`src/rtl/eg_pkg.sv`:
```
package eg_pkg;
  // Synchronised control inputs, one bit each
  typedef struct packed {
    logic en_hi;
    logic en_lo_n;
    logic kill_n;
    logic sup_ok;
  } ctl_t;

  localparam int CTL_W = $bits(ctl_t);

  // Safe reset levels: enables in their tie-off state, kill asserted, no supply
  localparam ctl_t CTL_SAFE = '{en_hi: 1'b1, en_lo_n: 1'b0, kill_n: 1'b0, sup_ok: 1'b0};
endpackage

```
`src/rtl/eg_sync.sv`:
```
module eg_sync #(
  parameter int          W      = 1,
  parameter int          STAGES = 2,
  parameter logic [W-1:0] RST_VAL = '0
) (
  input  logic         clk,
  input  logic         arst_n,
  input  logic [W-1:0] d_i,
  output logic [W-1:0] q_o
);
  for (genvar b = 0; b < W; b++) begin : g_bit
    logic [STAGES-1:0] chain;
    always_ff @(posedge clk or negedge arst_n) begin
      if (!arst_n) chain <= {STAGES{RST_VAL[b]}};
      else         chain <= {chain[STAGES-2:0], d_i[b]};
    end
    assign q_o[b] = chain[STAGES-1];
  end
endmodule

```
`src/rtl/eg_supply_holdoff.sv`:
```
module eg_supply_holdoff #(
  parameter int HOLDOFF_CYC = 1000
) (
  input  logic clk,
  input  logic arst_n,
  input  logic sup_s,
  output logic ready_o
);
  localparam int CW = $clog2(HOLDOFF_CYC + 1);
  localparam logic [CW-1:0] LIMIT = CW'(HOLDOFF_CYC);

  logic [CW-1:0] cnt;

  always_ff @(posedge clk or negedge arst_n) begin
    if (!arst_n)             cnt <= '0;
    else if (!sup_s)         cnt <= '0;
    else if (cnt != LIMIT)   cnt <= cnt + 1'b1;
  end

  assign ready_o = (cnt == LIMIT);

  AST_READY_AFTER_SUPPLY: assert property (@(posedge clk) disable iff (!arst_n)
    ready_o |-> $past(sup_s));
endmodule

```
`src/rtl/eg_pulse_stretch.sv`:
```
module eg_pulse_stretch #(
  parameter int MIN_LOW_CYC = 2000
) (
  input  logic clk,
  input  logic arst_n,
  input  logic kill_n_s,
  output logic active_o
);
  localparam int CW = $clog2(MIN_LOW_CYC + 1);
  localparam logic [CW-1:0] RELOAD = CW'(MIN_LOW_CYC - 1);
  localparam logic [CW-1:0] FULL   = CW'(MIN_LOW_CYC);

  logic          kill_prev;
  logic [CW-1:0] remain;
  logic          fall;

  assign fall = kill_prev & ~kill_n_s;

  always_ff @(posedge clk or negedge arst_n) begin
    if (!arst_n) begin
      kill_prev <= 1'b1;
      remain    <= '0;
    end else begin
      kill_prev <= kill_n_s;
      if (fall)              remain <= RELOAD;
      else if (remain != '0) remain <= remain - 1'b1;
    end
  end

  assign active_o = ~kill_n_s | (remain != '0);

  // Checker: length of each active period, saturating at the minimum
  logic [CW-1:0] act_len;
  logic          active_q;
  always_ff @(posedge clk or negedge arst_n) begin
    if (!arst_n) begin
      act_len  <= '0;
      active_q <= 1'b0;
    end else begin
      active_q <= active_o;
      if (!active_o)            act_len <= '0;
      else if (act_len != FULL) act_len <= act_len + 1'b1;
    end
  end

  AST_MIN_KILL_WIDTH: assert property (@(posedge clk) disable iff (!arst_n)
    (active_q && !active_o) |-> (act_len == FULL));
endmodule

```
`src/rtl/eg_fault_hold.sv`:
```
module eg_fault_hold #(
  parameter int NCH = 12
) (
  input  logic           clk,
  input  logic           arst_n,
  input  logic [NCH-1:0] flt_s,
  output logic           any_o
);
  logic [NCH-1:0] held;

  for (genvar c = 0; c < NCH; c++) begin : g_ch
    always_ff @(posedge clk or negedge arst_n) begin
      if (!arst_n)       held[c] <= 1'b0;
      else if (flt_s[c]) held[c] <= 1'b1;
      else               held[c] <= 1'b0;
    end
  end

  assign any_o = |held;
endmodule

```
`src/rtl/emitter_gate.sv`:
```
module emitter_gate
  import eg_pkg::*;
#(
  parameter int NCH         = 12,
  parameter int HOLDOFF_CYC = 1000,
  parameter int MIN_LOW_CYC = 2000,
  parameter int SYNC_STAGES = 2
) (
  input  logic           clk,
  input  logic           arst_n,
  input  logic           en_hi_i,
  input  logic           en_lo_n_i,
  input  logic           kill_n_i,
  input  logic           supply_ok_i,
  input  logic [NCH-1:0] fault_i,
  output logic           laser_on_o,
  output logic           ctrl_up_o
);
  ctl_t           ctl_raw, ctl_s;
  logic [NCH-1:0] flt_s;
  logic           kill_act, pwr_rdy, flt_any, up_d, on_d;

  assign ctl_raw = '{en_hi: en_hi_i, en_lo_n: en_lo_n_i, kill_n: kill_n_i, sup_ok: supply_ok_i};

  eg_sync #(.W(CTL_W), .STAGES(SYNC_STAGES), .RST_VAL(CTL_SAFE)) u_sync_ctl (
    .clk(clk), .arst_n(arst_n), .d_i(ctl_raw), .q_o(ctl_s)
  );

  eg_sync #(.W(NCH), .STAGES(SYNC_STAGES), .RST_VAL('0)) u_sync_flt (
    .clk(clk), .arst_n(arst_n), .d_i(fault_i), .q_o(flt_s)
  );

  eg_supply_holdoff #(.HOLDOFF_CYC(HOLDOFF_CYC)) u_hold (
    .clk(clk), .arst_n(arst_n), .sup_s(ctl_s.sup_ok), .ready_o(pwr_rdy)
  );

  eg_pulse_stretch #(.MIN_LOW_CYC(MIN_LOW_CYC)) u_kill (
    .clk(clk), .arst_n(arst_n), .kill_n_s(ctl_s.kill_n), .active_o(kill_act)
  );

  eg_fault_hold #(.NCH(NCH)) u_flt (
    .clk(clk), .arst_n(arst_n), .flt_s(flt_s), .any_o(flt_any)
  );

  assign up_d = pwr_rdy & ~kill_act & ~flt_any;
  assign on_d = up_d & ctl_s.en_hi & ~ctl_s.en_lo_n;

  always_ff @(posedge clk or negedge arst_n) begin
    if (!arst_n) begin
      laser_on_o <= 1'b0;
      ctrl_up_o  <= 1'b0;
    end else begin
      laser_on_o <= on_d;
      ctrl_up_o  <= up_d;
    end
  end

  logic en_hi_s, en_lo_n_s, kill_n_s;
  assign en_hi_s   = ctl_s.en_hi;
  assign en_lo_n_s = ctl_s.en_lo_n;
  assign kill_n_s  = ctl_s.kill_n;

  AST_BOTH_ENABLES: assert property (@(posedge clk) disable iff (!arst_n)
    laser_on_o |-> $past(en_hi_s && !en_lo_n_s));
  AST_ON_NEEDS_UP: assert property (@(posedge clk) disable iff (!arst_n)
    laser_on_o |-> ctrl_up_o);
  AST_KILL_OFF: assert property (@(posedge clk) disable iff (!arst_n)
    !kill_n_s |=> (!laser_on_o && !ctrl_up_o));
  AST_FAULT_OFF: assert property (@(posedge clk) disable iff (!arst_n)
    flt_any |=> (!laser_on_o && !ctrl_up_o));
  AST_HOLDOFF_OFF: assert property (@(posedge clk) disable iff (!arst_n)
    !pwr_rdy |=> !ctrl_up_o);
endmodule

```
`config.mk`:
```
export PLATFORM = sky130hd
export DESIGN_NAME = emitter_gate
export DESIGN_NICKNAME = d
export VERILOG_FILES = /design/src/rtl/eg_pkg.sv /design/src/rtl/eg_sync.sv /design/src/rtl/eg_supply_holdoff.sv /design/src/rtl/eg_pulse_stretch.sv /design/src/rtl/eg_fault_hold.sv /design/src/rtl/emitter_gate.sv
export SDC_FILE = /design/constraint.sdc
export NUM_CORES = 1
export LEC_CHECK = 0
export BUFFER_PORTS_ARGS = -buffer_cell sky130_fd_sc_hd__buf_2
export CAP_MARGIN = 10
export CORE_MARGIN = 10
export CORE_UTILIZATION = 52
export CTS_CLUSTER_SIZE = 30
export DETAILED_ROUTE_END_ITERATION = 16
export GPL_ROUTABILITY_DRIVEN = 1
export PLACE_DENSITY = 0.74
export SLEW_MARGIN = 20
export SYNTH_ARGS = -nofsm -noshare
export SYNTH_HDL_FRONTEND = slang
export SYNTH_HIERARCHICAL = 1
export SYNTH_SLANG_ARGS = --single-unit
```
`constraint.sdc`:
```
create_clock -name clk -period 1.61 [get_ports clk]
set_input_delay 0.322 -clock clk [delete_from_list [all_inputs] [get_ports clk]]
set_output_delay 0.322 -clock clk [all_outputs]
set_load 0.005 [all_outputs]
```
# Word level (Yosys, flattened, before mapping)

Cells that the tools add are included.

Add/subtract/negate cells: 2
Eq/ne operators: 3
Muxes and demuxes: 16
Bitwise gates (word level): 10
Reduce and logical (&&, ||, !) cells: 3

Operators by type and width:

| operator                                            | number |
|---|---|
| two-way mux 11 bit                                  | 2 |
| two-way mux 10 bit                                  | 2 |
| two-way mux 1 bit                                   | 12 |
| OR reduction 12 bit                                 | 1 |
| nonzero test 11 bit                                 | 1 |
| subtractor 11 x 1 -> 11 bit (second input constant) | 1 |
| adder 10 x 1 -> 10 bit (second input constant)      | 1 |
| == test 10 bit (second input constant)              | 1 |
| != test 10 bit (second input constant)              | 1 |
| AND 1 bit                                           | 5 |
| NOT 1 bit                                           | 4 |
| != test 2 x 1 -> 1 bit (second input constant)      | 1 |
| nonzero test 2 bit                                  | 1 |
| bitwise OR 1 bit                                    | 1 |

Register bits: 68
Output and inout bits: 2
Word-level logic and storage cells: 67

# Longest topological paths before layout

Depth after elaboration: 7
Depth in mapped cells: 6

# Hierarchy

Netlist, hierarchy kept.

Modules (own cells, without submodules):

| module                | times used | cells each | area an instance (um2) | seq. area each (um2) |
|---|---|---|---|---|
| eg_sync at u_sync_flt | 1          | 36         | 690.7                  | 600.6 |
| eg_pulse_stretch      | 1          | 65         | 628.1                  | 301.5 |
| eg_supply_holdoff     | 1          | 53         | 516.7                  | 250.2 |
| eg_fault_hold         | 1          | 16         | 324.1                  | 300.3 |
| eg_sync at u_sync_ctl | 1          | 12         | 232.7                  | 202.7 |
| emitter_gate          | 1          | 4          | 71.3                   | 50.0 |

# Least setup slack after synthesis

OpenSTA, ideal clock, no wires.

Path type: reg-to-reg
Start point: reg u_kill.remain[0]
End point: reg u_kill.remain[10]
Library setup time: 118 ps
Data arrival time: 1543 ps
Required time: 1492 ps
Slack: -51 ps
Stages on the path, launching flop included: 7
Clock period less this slack: 1661 ps
Cell sequence: dfrtp_1 inv_1 ha_1 nor4b_2 nand2_1 or3_1 a21o_1

Cells in the longest elaborated chain, start to end: 3

RTL lines:

| what                        | RTL line               | source |
|---|---|---|
| start, declared             | eg_pulse_stretch.sv:14 | `logic [CW-1:0] remain;` |
| start signal, assigned      | eg_pulse_stretch.sv:26 | `else if (remain != '0) remain <= remain - 1'b1;` |
| subtractor 11 x 1 -> 11 bit | eg_pulse_stretch.sv:26 |  |
| two-way mux 11 bit          | eg_pulse_stretch.sv:26 |  |
| two-way mux 11 bit          | eg_pulse_stretch.sv:25 | `if (fall) remain <= RELOAD;` |

Parallel ways exist; a longest one is shown, timed or not. The select of a mux whose other input is x is not followed.
A chain may end at the register's enable or synchronous reset.

# Final worst setup path

Start point: reg u_kill.remain[1]
End point: reg laser_on_o

Cells in the longest elaborated chain, start to end: 7

RTL lines:

| what                   | RTL line               | source |
|---|---|---|
| nonzero test 11 bit    | eg_pulse_stretch.sv:30 | `assign active_o = ~kill_n_s \| (remain != '0);` |
| bitwise OR 1 bit       | eg_pulse_stretch.sv:30 |  |
| net kill_act           | emitter_gate.sv:21     | `logic kill_act, pwr_rdy, flt_any, up_d, on_d;` |
| NOT 1 bit              | emitter_gate.sv:45     | `assign up_d = pwr_rdy & ~kill_act & ~flt_any;` |
| AND 1 bit (2 in a row) | emitter_gate.sv:45     |  |
| net up_d               | emitter_gate.sv:21     |  |
| AND 1 bit (2 in a row) | emitter_gate.sv:46     | `assign on_d = up_d & ctl_s.en_hi & ~ctl_s.en_lo_n;` |
| net on_d               | emitter_gate.sv:21     |  |
| end signal, assigned   | emitter_gate.sv:53     | `laser_on_o <= on_d;` |
| end, declared          | emitter_gate.sv:16     | `output logic laser_on_o,` |

The timed path passes the listed nets, and every way through them passes these cells.

==> load_flow_metrics.sql <==
INSERT INTO impl_metrics (metric_group, metric, value, unit) VALUES
('placement', 'dpl.hpwl', '2682', 'um'),
('pwr', 'p_leak', '1.268', 'nW'),
('synthesis', 'synthesis.yosys.warnings', '6', ''),
('pwr', 'combinationalPowerShare', '0.069', ''),
('drt', 'wl_per_cell', '15.59', 'um'),
('pwr', 'netSwitchingFraction', '0.2155', ''),
('global_route', 'wire_length_of_the_first_global_routing_pass', '7093', 'um'),
('critical_path', 'critical_path.reg2reg.startpoint', 'u_kill/remain[1]', ''),
('cts', 'cts_num_sinks', '68', ''),
('timing', 'finalSetupViolations', '5', ''),
('timing', 'final.period_utilization', '1.039', ''),
('synthesis', 'synthCells', '186', ''),
('critical_path', 'startpoint_type', 'flop', ''),
('cells_and_area', 'leading_cell_type_in_the_layout_fill_and_taps_excluded', 'sky130_fd_sc_hd__dfrtp_1', ''),
('synthesis', 'synth_area', '0.002464', 'sq mm'),
('floorplanning', 'floorplan.io_pins', '20', ''),
('cts', 'numCtsBuffers', '9', ''),
('placement', 'place.detailed.instances', '245', ''),
('cells_and_area', 'area_occupied_by_multi_input_gates', '648.1', 'sq um'),
('cts', 'cts-htree-levels', '3', ''),
('timing', 'timing.max_slew.rel_slack', '0.6143', ''),
('placement', 'gp_congestion', '0.7783', ''),
('global_route', 'grt_start_max_net_pins', '69', ''),
('cts', 'clock_tree_from_tritoncts', 'yes', ''),
('global_route', 'grt_antenna_before_repair', '0', ''),
('synthesis', 'ys_dominant_reg_cell', 'sky130_fd_sc_hd__dfrtp_1', ''),
('synthesis', 'synth.lib_cells_used.distinct', '36', ''),
('timing', 'worst_slew_pin_slew', '0.5640', 'ns'),
('synthesis', 'synthesized_net_count', '207', ''),
('status', 'violations', 'negative setup slack', ''),
('cells_and_area', 'net_count_final', '233', ''),
('cells_and_area', 'seq_area', '0.001705', 'sq mm'),
('pwr', 'power.switching', '0.8289', 'mW'),
('status', 'outcome', 'finished with violations', ''),
('cts', 'cts-root-buf', 'sky130_fd_sc_hd__clkbuf_8', ''),
('timing', 'final_max_slew_viol_count', '0', ''),
('synthesis', 'synth-edff-count', '0', ''),
('cts', 'clock_latency', '0.32', 'ns'),
('floorplanning', 'die_area', '0.007891', 'sq mm'),
('critical_path', 'worst-endpoint-required', '1.87', 'ns'),
('min_path', 'worst_min_path_class', 'primary input to asynchronous set/reset pin', ''),
('drt', 'drt_pre_antenna_iters', '4', ''),
('floorplanning', 'num_rows', '24', ''),
('global_route', 'gr_util_all_layers', '0.1181', ''),
('critical_path', 'type_of_the_setup_path_with_the_least_slack', 'flop to flop', ''),
('synthesis', 'synth.yosys.seq_area_share', '0.6922', ''),
('timing', 'fin_ws', '-0.06294', 'ns'),
('global_route', 'overflow', '0', ''),
('timing', 'min_period', '1.673', 'ns'),
('pwr', 'share_clk_of_total_power', '0.435', ''),
('critical_path', 'cp.arrival', '1.93', 'ns'),
('critical_path', 'cp-end-kind', 'flop', ''),
('synthesis', 'async_reset_ff_frac', '1.000', ''),
('cells_and_area', 'antenna_diode_count', '0', ''),
('pwr', 'worst_ir_drop_on_vdd', '0.001062', 'V'),
('placement', 'buffer_ports.inserted', '19', ''),
('floorplanning', 'start_util', '0.5506', ''),
('drt', 'vias_per_cell', '5.327', ''),
('cts', 'clk_pin_slew_worst_paths', '0.07', 'ns'),
('timing', 'skew', '0.004911', 'ns'),
('critical_path', 'crit_fanout', '3', ''),
('drt', 'antenna_violating_nets_post_route', '0', ''),
('global_route', 'number_of_global_route_vias_before_repair', '1525', ''),
('floorplanning', 'fp.dieH', '88.83', 'um'),
('drt', 'postRouteWirelength', '4194', 'um'),
('pwr', 'sequentialPowerShare', '0.496', ''),
('pwr', 'power.density_cell_area', '1330', 'mW/mm^2'),
('cells_and_area', 'fillers', '315', ''),
('drt', 'post-route-drc-count', '0', ''),
('cells_and_area', 'layout.cells.most_common_list', '65 x sky130_fd_sc_hd__dfrtp_1, 19 x sky130_fd_sc_hd__buf_2, 13 x sky130_fd_sc_hd__nand2_1', ''),
('pwr', 'cell_internal_pwr', '3.018', 'mW');
[cell families after synthesis]
group                    synth area share
flip-flops                         0.6922
XOR/XNOR                          0.02133
buffers and inverters             0.05942
AO/OA/AOI/OAI                     0.05181
multiplexers                     0.008126
adder cells (fa/ha/maj)           0.01524
AND/OR/NAND/NOR                    0.1519
[timing repair]
action                     in CTS  in global routing
gates resized for setup         5                  2
setup endpoints to repair       7                 13
buffers inserted                6                  2
pin swaps                       4                  1
hold endpoints to repair        0                  0
hold buffers                    0                  0
[area by class of cell]
cell class                 instances  area share
inverter                           7    0.009087
sequential                        68      0.5898
clock buffer                      10     0.04760
tap                               52     0.02250
timing repair buffer              31     0.06837
clock inverter                     6     0.03851
multi-input combinational         95      0.2241
[registers in the layout, indices dropped and copies added, names as in the netlist]
signal	cells
ctrl_up_o	1
laser_on_o	1
u_flt/held	12
u_hold/cnt	10
u_kill/kill_prev	1
u_kill/remain	11
u_sync_ctl/g_bit.chain	8
u_sync_flt/g_bit.chain	24
[power by group through the flow]
| stage | combinational [mW] | sequential [mW] | clock (mW) |
|---|---|---|---|
| finish | 0.265 | 1.91 | 1.67 |
| global route | 0.298 | 1.92 | 1.79 |
| CTS | 0.264 | 1.90 | 1.72 |
| detailed placement | 0.235 | 1.93 | 0 |
| global placement | 0.214 | 1.92 | 0 |
| floorplan | 0.161 | 1.91 | 0 |
[synth_stat cells, types with 4 or more instances]
library cell              count  area (sq um)
sky130_fd_sc_hd__dfrtp_1     65          1627
sky130_fd_sc_hd__buf_4       16         120.1
sky130_fd_sc_hd__nand2_1     13         48.80
sky130_fd_sc_hd__o21ai_0      9         45.04
sky130_fd_sc_hd__a21oi_1      8         40.04
sky130_fd_sc_hd__nand3_1      8         40.04
sky130_fd_sc_hd__inv_1        7         26.28
sky130_fd_sc_hd__or3_1        7         43.79
sky130_fd_sc_hd__nor2_1       5         18.77
sky130_fd_sc_hd__xnor2_1      5         43.79
sky130_fd_sc_hd__nor4_1       4         25.02
[critical path: stages, from the launching register on]
cell	delay, ns
sky130_fd_sc_hd__dfrtp_1	0.41
sky130_fd_sc_hd__inv_2	0.08
sky130_fd_sc_hd__ha_4	0.14
sky130_fd_sc_hd__nor4b_4	0.25
sky130_fd_sc_hd__buf_4	0.17
sky130_fd_sc_hd__nand4_1	0.14
sky130_fd_sc_hd__nor3b_2	0.23
sky130_fd_sc_hd__and3b_1	0.18
[per-stage QoR]
step / power, mW / cell area [sq um] / setup TNS, ns / worst slack, ns / hold WS, ns
2_1_floorplan: 2.072 / 2472 / 0 / 0.01704 / 0.02641
6_report: 3.847 / 2892 / -0.1946 / -0.06294 / 0.01233
3_5_place_dp: 2.167 / 2555 / -0.4135 / -0.1488 / 0.3347
4_1_cts: 3.885 / 2868 / -0.01993 / -0.01710 / 0.007842
3_3_place_gp: 2.133 / 2555 / -0.02433 / -0.02433 / 0.3321
5_1_grt: 4.009 / 2892 / -0.6425 / -0.1219 / 0.02606
[path summary, 6_finish.rpt]
kind                       cells past startpoint                           end  slack (ns)
max                                            7                    laser_on_o       -0.06
min reg2reg                                    0  u_sync_ctl/g_bit[0].chain[1]        0.35
max in group asynchronous                      2  u_sync_ctl/g_bit[3].chain[1]        1.29
max reg2reg                                    7                    laser_on_o       -0.06
min                                            2                 u_hold/cnt[4]        0.01
min in group clk                               1  u_sync_ctl/g_bit[3].chain[0]        0.09
[per-layer routing]
metal / GRT usage / vias up / wire length (um)
met1: 0.1287 / 706 / 1702
li1: - / 675 / -
met5: 0 / - / 0
met2: 0.2001 / 42 / 2176
met3: 0.03309 / 10 / 204
met4: 0.07195 / 0 / 110
(Power assumes the default switching activity.)
